<file path="src/rtl/rotu_pkg.sv">
package rotu_pkg;
  localparam int INSTR_W = 32;
  localparam int SA_W    = 5;
  localparam int FN_W    = 6;

  localparam logic [FN_W-1:0] FN_ROT_IMM   = 6'b000010;
  localparam logic [FN_W-1:0] FN_ROT_VAR   = 6'b000110;
  localparam logic [FN_W-1:0] FN_DROT_IMM  = 6'b111010;
  localparam logic [FN_W-1:0] FN_DROT_P32  = 6'b111110;
  localparam logic [FN_W-1:0] FN_DROT_VAR  = 6'b010110;
  localparam logic [SA_W-1:0] SEL_ROTATE   = 5'b00001;

  typedef struct packed {
    logic rotEn;   // instruction is a rotate
    logic wide;    // 64-bit form
    logic useReg;  // amount comes from amtVal
    logic add32;   // add 32 to the immediate
  } rotCtrlT;
endpackage

</file>
<file path="src/rtl/rotu_ctrl.sv">
module rotu_ctrl
  import rotu_pkg::*;
(
  input  logic [5:0]      opField,
  input  logic [SA_W-1:0] rsField,
  input  logic [SA_W-1:0] saField,
  input  logic [FN_W-1:0] fnField,
  output rotCtrlT         ctrl
);
  logic special;
  logic immSel;
  logic varSel;

  assign special = (opField == 6'b000000);
  assign immSel  = (rsField == SEL_ROTATE);
  assign varSel  = (saField == SEL_ROTATE);

  always_comb begin
    ctrl = '0;
    if (special) begin
      unique case (fnField)
        FN_ROT_IMM:  if (immSel) begin ctrl.rotEn = 1'b1; end
        FN_ROT_VAR:  if (varSel) begin ctrl.rotEn = 1'b1; ctrl.useReg = 1'b1; end
        FN_DROT_IMM: if (immSel) begin ctrl.rotEn = 1'b1; ctrl.wide = 1'b1; end
        FN_DROT_P32: if (immSel) begin ctrl.rotEn = 1'b1; ctrl.wide = 1'b1; ctrl.add32 = 1'b1; end
        FN_DROT_VAR: if (varSel) begin ctrl.rotEn = 1'b1; ctrl.wide = 1'b1; ctrl.useReg = 1'b1; end
        default: ctrl = '0;
      endcase
    end
  end
endmodule

</file>
<file path="src/rtl/rotu_barrel.sv">
module rotu_barrel #(
  parameter int W = 64,
  localparam int AW = $clog2(W)
) (
  input  logic [W-1:0]  din,
  input  logic [AW-1:0] amt,
  output logic [W-1:0]  dout
);
  logic [W-1:0] stg [AW+1];

  assign stg[0] = din;

  for (genvar s = 0; s < AW; s++) begin : g_stage
    localparam int SH = 1 << s;
    assign stg[s+1] = amt[s] ? {stg[s][SH-1:0], stg[s][W-1:SH]} : stg[s];
  end

  assign dout = stg[AW];
endmodule

</file>
<file path="src/rtl/rotu_dp.sv">
module rotu_dp
  import rotu_pkg::*;
#(
  parameter int DATA_W = 64,
  parameter int HALF_W = 32,
  localparam int AMT_W  = $clog2(DATA_W),
  localparam int HAMT_W = $clog2(HALF_W)
) (
  input  logic              clk,
  input  logic              rstN,
  input  logic              opValid,
  input  rotCtrlT           ctrl,
  input  logic [SA_W-1:0]   saField,
  input  logic [DATA_W-1:0] srcVal,
  input  logic [DATA_W-1:0] amtVal,
  output logic              resValid,
  output logic              rotFlag,
  output logic [DATA_W-1:0] resData
);
  logic [AMT_W-1:0]  wideAmt;
  logic [HAMT_W-1:0] narrowAmt;
  logic [DATA_W-1:0] wideRes;
  logic [HALF_W-1:0] narrowRes;
  logic [DATA_W-1:0] narrowExt;
  logic [DATA_W-1:0] nextData;

  always_comb begin
    if (ctrl.useReg) begin
      wideAmt   = amtVal[AMT_W-1:0];
      narrowAmt = amtVal[HAMT_W-1:0];
    end else begin
      wideAmt   = AMT_W'(saField) + (ctrl.add32 ? AMT_W'(HALF_W) : AMT_W'(0));
      narrowAmt = saField[HAMT_W-1:0];
    end
  end

  rotu_barrel #(.W(DATA_W)) u_wide (
    .din (srcVal),
    .amt (wideAmt),
    .dout(wideRes)
  );

  rotu_barrel #(.W(HALF_W)) u_narrow (
    .din (srcVal[HALF_W-1:0]),
    .amt (narrowAmt),
    .dout(narrowRes)
  );

  assign narrowExt = {{(DATA_W-HALF_W){narrowRes[HALF_W-1]}}, narrowRes};

  always_comb begin
    if (opValid && ctrl.rotEn) nextData = ctrl.wide ? wideRes : narrowExt;
    else                       nextData = '0;
  end

  always_ff @(posedge clk) begin
    if (!rstN) begin
      resValid <= 1'b0;
      rotFlag  <= 1'b0;
      resData  <= '0;
    end else begin
      resValid <= opValid;
      rotFlag  <= opValid && ctrl.rotEn;
      resData  <= nextData;
    end
  end
endmodule

</file>
<file path="src/rtl/rotu_top.sv">
module rotu_top
  import rotu_pkg::*;
(
  input  logic         clk,
  input  logic         rstN,
  input  logic         opValid,
  input  logic [31:0]  instr,
  input  logic [63:0]  srcVal,
  input  logic [63:0]  amtVal,
  output logic         resValid,
  output logic         rotFlag,
  output logic [63:0]  resData
);
  rotCtrlT ctrl;

  rotu_ctrl u_ctrl (
    .opField(instr[31:26]),
    .rsField(instr[25:21]),
    .saField(instr[10:6]),
    .fnField(instr[5:0]),
    .ctrl   (ctrl)
  );

  rotu_dp #(.DATA_W(64), .HALF_W(32)) u_dp (
    .clk     (clk),
    .rstN    (rstN),
    .opValid (opValid),
    .ctrl    (ctrl),
    .saField (instr[10:6]),
    .srcVal  (srcVal),
    .amtVal  (amtVal),
    .resValid(resValid),
    .rotFlag (rotFlag),
    .resData (resData)
  );
endmodule

</file>
<file path="config.mk">
export PLATFORM = sky130hd
export DESIGN_NAME = rotu_top
export DESIGN_NICKNAME = d
export VERILOG_FILES = /design/src/rtl/rotu_pkg.sv /design/src/rtl/rotu_ctrl.sv /design/src/rtl/rotu_barrel.sv /design/src/rtl/rotu_dp.sv /design/src/rtl/rotu_top.sv
export SDC_FILE = /design/constraint.sdc
export NUM_CORES = 1
export LEC_CHECK = 0
export CORE_ASPECT_RATIO = 0.75
export CORE_MARGIN = 10
export CORE_UTILIZATION = 25
export CTS_CLUSTER_DIAMETER = 100
export CTS_CLUSTER_SIZE = 8
export DETAILED_ROUTE_END_ITERATION = 10
export DONT_BUFFER_PORTS = 1
export GPL_ROUTABILITY_DRIVEN = 0
export PLACE_DENSITY_LB_ADDON = 0.05
export SLEW_MARGIN = 20
export SYNTH_ARGS = -nofsm -noshare
export SYNTH_HDL_FRONTEND = slang
export SYNTH_SLANG_ARGS = --single-unit
</file>
<file path="constraint.sdc">
create_clock -name clk -period 3.87 [get_ports clk]
set_clock_uncertainty 0.2 [all_clocks]
set_input_delay 0.774 -clock clk [delete_from_list [all_inputs] [get_ports clk]]
set_output_delay 0.774 -clock clk [all_outputs]
set_load 0.1 [all_outputs]
</file>
# Yosys cells after proc, flatten, opt, wreduce, memory -nomap -nowiden
# Cells that the tools add are included.
# totals
out_inout_bits,66
inputBits,163
reg_bits,66
# op_classes
mux,24
add_sub_neg,1
n_eq_ne,7
reduce_logical,4
# op_table
op,count
2-to-1 mux 64 bit,7
2-to-1 mux 32 bit,5
"equality test 6 bit, second input constant",2
2-to-1 mux 6 bit,2
"equality test 5 x 1 -> 1 bit, second input constant",2
adder 5 x 6 -> 6 bit,1
"equality test 6 x 2 -> 1 bit, second input constant",1
"equality test 6 x 3 -> 1 bit, second input constant",1
"equality test 6 x 5 -> 1 bit, second input constant",1
zero test 6 bit,1
2-to-1 mux 5 bit,1
2-to-1 mux 4 bit,1
one-hot mux 1 bit (2 select lines),2
one-hot mux 1 bit (4 select lines),1
2-to-1 mux 1 bit,3
2-to-1 mux 3 bit,1
2-to-1 mux 2 bit,1
AND reduction 2 bit,1
OR reduction 2 bit,1
logical AND 1 bit,1

# Logic depth before layout (Yosys ltp)
# depth
ltp_word,14
ltp_mapped,14

# By module
# A second synthesis with hierarchy kept.
# unflattened
hier_cells,591
hier_area_um2,8991.1
# by_module_without_submodules
mod,seq_area_each_um2,area_per_inst_um2,cells_each,instances
rotu_barrel (u_dp.u_wide),0.0,4608.2,234,1
rotu_dp,1321.3,2296.0,223,1
rotu_barrel (u_dp.u_narrow),0.0,1949.4,116,1
rotu_ctrl,0.0,137.6,18,1

# Worst setup path after synthesis
# OpenSTA, ideal clock, no wires.
# synth_path
path_type,input to register
from,input port instr[7]
to,register u_dp.resData[0]
n_path_buf,4
t_arrival_ps,3188
setup_slack_ps,366
path_stages,13
setup_time_ps,116
path_cell_list,buf_2 > nor4_4 > and4_1 > buf_6 > a21o_4 > buf_12 > buf_8 > mux2i_2 > a22oi_4 > a22oi_2 > nand2_1 > mux2_2 > o211a_1
# synth_between
elab_chain_cells,12
word_cells_on_any_way,24
cone_classes,add/sub: 1; eq/ne: 1; mux: 20; reduce/logical: 2
# synth_rtl
element,line,text
start: declaration,rotu_top.sv:7,"input logic [31:0] instr,"
equality test 5 x 1 -> 1 bit,rotu_ctrl.sv:16,assign varSel = (saField == SEL_ROTATE);
2-to-1 mux 3 bit or 2-to-1 mux 1 bit (tied branches),"rotu_ctrl.sv:26, rotu_ctrl.sv:23",
one-hot mux 1 bit (2 select lines),rotu_ctrl.sv:21,unique case (fnField)
2-to-1 mux 4 bit,rotu_ctrl.sv:20,if (special) begin
2-to-1 mux 6 bit,rotu_dp.sv:28,if (ctrl.useReg) begin
2-to-1 mux 64 bit (6 in a row),rotu_barrel.sv:15,"assign stg[s+1] = amt[s] ? {stg[s][SH-1:0], stg[s][W-1:SH]} : stg[s];"
2-to-1 mux 64 bit,rotu_dp.sv:52,if (opValid && ctrl.rotEn) nextData = ctrl.wide ? wideRes : narrowExt;
end signal: assignment,rotu_dp.sv:64,resData <= nextData;
end: declaration,rotu_dp.sv:18,output logic [DATA_W-1:0] resData
# Parallel ways exist; a longest one is shown, timed or not.
# A chain may end at the register's enable or synchronous reset.

# Worst setup path after layout
# layout_path
from,input port instr[31]
to,register u_dp.resData[14]
# layout_between
elab_chain_cells,10
word_cells_on_any_way,20
cone_classes,add/sub: 1; mux: 16; reduce/logical: 3
# layout_rtl
element,line,text
zero test 6 bit *,rotu_ctrl.sv:14,assign special = (opField == 6'b000000);
2-to-1 mux 4 bit *,rotu_ctrl.sv:20,
"parallel branches: the longest is 8 deep, another holds adder 5 x 6 -> 6 bit",-,
# Every way passes the cells marked *.

==> run metrics <==
worst endpoint required time 3.88 ns; starting density of the core 25.6%; Final Util approximately 34%; CP Capture Type flip-flop; IO Port Bufs 0; routed wire length 49.0 mm; Chip Height 178 µm; hold buffers post-CTS 0; Yosys reg bits 66; Post-synth EDFFs 0; CP most frequent cell buf_4; Layout area overhead 31.1%; initial antenna violation count 0; vias in the first global route 10200; met2 GRT Util around 36%; RSZ-0062 raised after global routing false; leakage dissipation 4.37 nW; Worst IR Drop VDD 0.149 mV; worst-path cell chain nor4b_1 > buf_4 > nand4_1 > buf_4 > o21a_2 > buf_12 > buf_4 > a211oi_1 > a21oi_1 > o21ai_1 > mux2i_1 > a222oi_1 > a21oi_1; via/cell ratio 5.94; grt total ovfl 0; Crit Path Class input pin to flip-flop; Post-DP HPWL 40.3 mm; prevailing post-synth register cell dfxtp_1; worst hold path class input pin to flip-flop; CTS clk-pin slew, worst paths 0.05 ns; DRC 0; Detailed Route Iter0 Violations about 1300; pin count of the biggest net entering global routing 64; Cells after DPL 1756; met3 usage 6.54%; postcts setup bufs 0; Final min period 3.71 ns; Post-DRT Antenna Nets 0; Antenna diodes 0; cells after synthesis 1154; I/O pin cnt 229; final hold vios 0; core area 32700 µm²; Num Clock Sinks between 60 and 70; total CTS buffers 9; Hold Path Origin opValid; critical path's largest stage delay 0.38 ns; DR vias 10500; Max Slew Vio Count 0; PwrDens 259 nW/µm²; Worst Max-Slew Pin Slew 0.988 ns; fmax 269 MHz; Slowest-stage cell, CP a222oi_1; Slew headroom 34.0%; share of post-route cells with drive strength above 1 25.6%; DR WL/cell approximately 28 µm; Die ar. 41200 µm²; most used routing layer met2; syn_area_per_cell 7.24 µm²; NumNets Final 1488; Worst Setup SP instr[31]; CTS tree done; Cell Count, Final, Fillers Out between 1500 and 2000; worst-path maximum fanout 34; Ys Warns 0; Tot GR Track Use 22.9%; outcome completed; Die W roughly 230 µm; DR pass1 iterations 6; sequential share of the synthesized area approximately 16%; Rows 57; distinct cell type count after synthesis between 60 and 70; Root Buffer clkbuf_16; Post-synth ARST share 0%; htree depth 3; Setup Viol. Count Final 0; Mapped Area 8350 µm²; Data arrival, critical path 3.72 ns; Max-cap violations 0; Final period util 96.0%; worst hold endpoint u_dp.resValid$_SDFF_PN0_; Longest Clk Path Bufs 2; syn nets 1317; met1 usage 31.5%; first-pass GRT wire length 70.6 mm; Power Total 2.83 mW; Startpoint Class input pin; hold path depth 1
==> worst max-delay path by stage <==
stage / endpoint / cells after the start / slack (ns)
global placement: u_dp.resData[35]$_SDFF_PN0_ / 12 / -0.15
finish: u_dp.resData[14]$_SDFF_PN0_ / 13 / 0.16
CTS: u_dp.resData[38]$_SDFF_PN0_ / 12 / 0.19
detailed placement: u_dp.resData[38]$_SDFF_PN0_ / 12 / -0.16
floorplan: u_dp.resData[0]$_SDFF_PN0_ / 13 / 0.37
global route: u_dp.resData[24]$_SDFF_PN0_ / 13 / 0.04
==> Yosys cell counts (3+ instances only) <==
library cell	number	area share, %
a211oi_1	116	10
a211oi_2	7	1.0
a21o_1	5	0.45
a21oi_1	126	7.6
a21oi_2	7	0.73
a221oi_1	9	0.94
a222oi_1	3	0.36
a22oi_1	31	2.8
a311oi_1	3	0.31
a31oi_1	23	1.7
a32oi_1	7	0.73
and2_1	4	0.30
buf_2	40	2.4
buf_4	12	1.1
buf_6	10	1.3
clkbuf_1	54	2.4
dfxtp_1	66	16
inv_1	26	1.2
mux2i_1	118	14
mux2i_2	5	0.82
mux2i_4	4	1.1
nand2_1	109	4.9
nand2b_1	7	0.52
nand3_1	32	1.9
nand4_1	6	0.45
nor2_1	58	2.6
nor3_1	56	3.4
o211a_1	3	0.36
o211ai_1	33	3.0
o21ai_0	46	2.8
o21ai_1	11	0.66
o221ai_1	26	2.7
o22ai_1	39	2.9
o31ai_1	7	0.63
o32ai_1	6	0.63
==> critical path: cells and delay by family <==
kind	cells	cell delay, ns
AOI/OAI and AO/OA	6	1.55
buffers and inverters	4	0.72
muxes	1	0.20
and+or+nand+nor	2	0.46
==> cells by family (layout without fill, tap and decap cells) <==
kind of cell,Yosys count,after routing,share of synthesized area [%]
flops,66,66,15.8
mux,129,129,16.3
compound gates,527,527,43.1
simple gates,286,286,15.7
buf+inv,146,322,9.07
==> placed cells by master (no fill, tap or decap), types with 31 or more instances in the layout <==
master,count
a211oi_1,115
a21oi_1,123
a22oi_1,31
buf_4,261
dfxtp_1,66
mux2i_1,117
nand2_1,109
nand3_1,32
nor2_1,56
nor3_1,56
o211ai_1,33
o21ai_0,46
o22ai_1,39
==> where the power goes <==
group / internal (mW) / total [mW] / switching (mW) / leakage [nW]
Combinational: 0.544 / 1.30 / 0.760 / 3.69
Sequential: 0.687 / 0.744 / 0.0564 / 0.535
Clock: 0.499 / 0.786 / 0.287 / 0.141
Total: 1.73 / 2.83 / 1.10 / 4.37
==> registers in the layout, indices dropped and copies added, names as in the netlist <==
signal         cells
u_dp.resValid      1
u_dp.resData      64
u_dp.rotFlag       1
==> area by class of cell <==
class	instances	area [µm²]
clock buffer	12	236
timing repair buffer	280	2340
fill	3597	21700
sequential	66	1320
multi-input combinational	942	6340
clock inverter	4	52.6
inverter	26	97.6
tap	442	553
==> metrics by stage <==
stage                     setup slack (ns)  cell area (µm²)  hold slack [ns]  setup TNS [ns]
after floorplan                      0.366             8350            0.719               0
after global routing                0.0394            10900            0.389               0
final                                0.156            10900            0.392               0
after CTS                            0.189            10900            0.377               0
after global placement              -0.153            10600            0.729           -4.27
after detailed placement            -0.160            10600            0.736           -4.37
==> routing by layer <==
metal | share of wire [%] | vias to the layer above
li1 | - | 4877
met2 | 44 | 451
met4 | 1.2 | 0
met3 | 9.2 | 51
met1 | 46 | 5149
met5 | 0 | -
==> what timing repair did <==
action | 4_1_cts | 5_1_grt
gates resized for setup | 0 | 4
endpoints found under the hold margin | 0 | 0
endpoints found under the setup margin | 0 | 6
(Power assumes the default switching activity.)
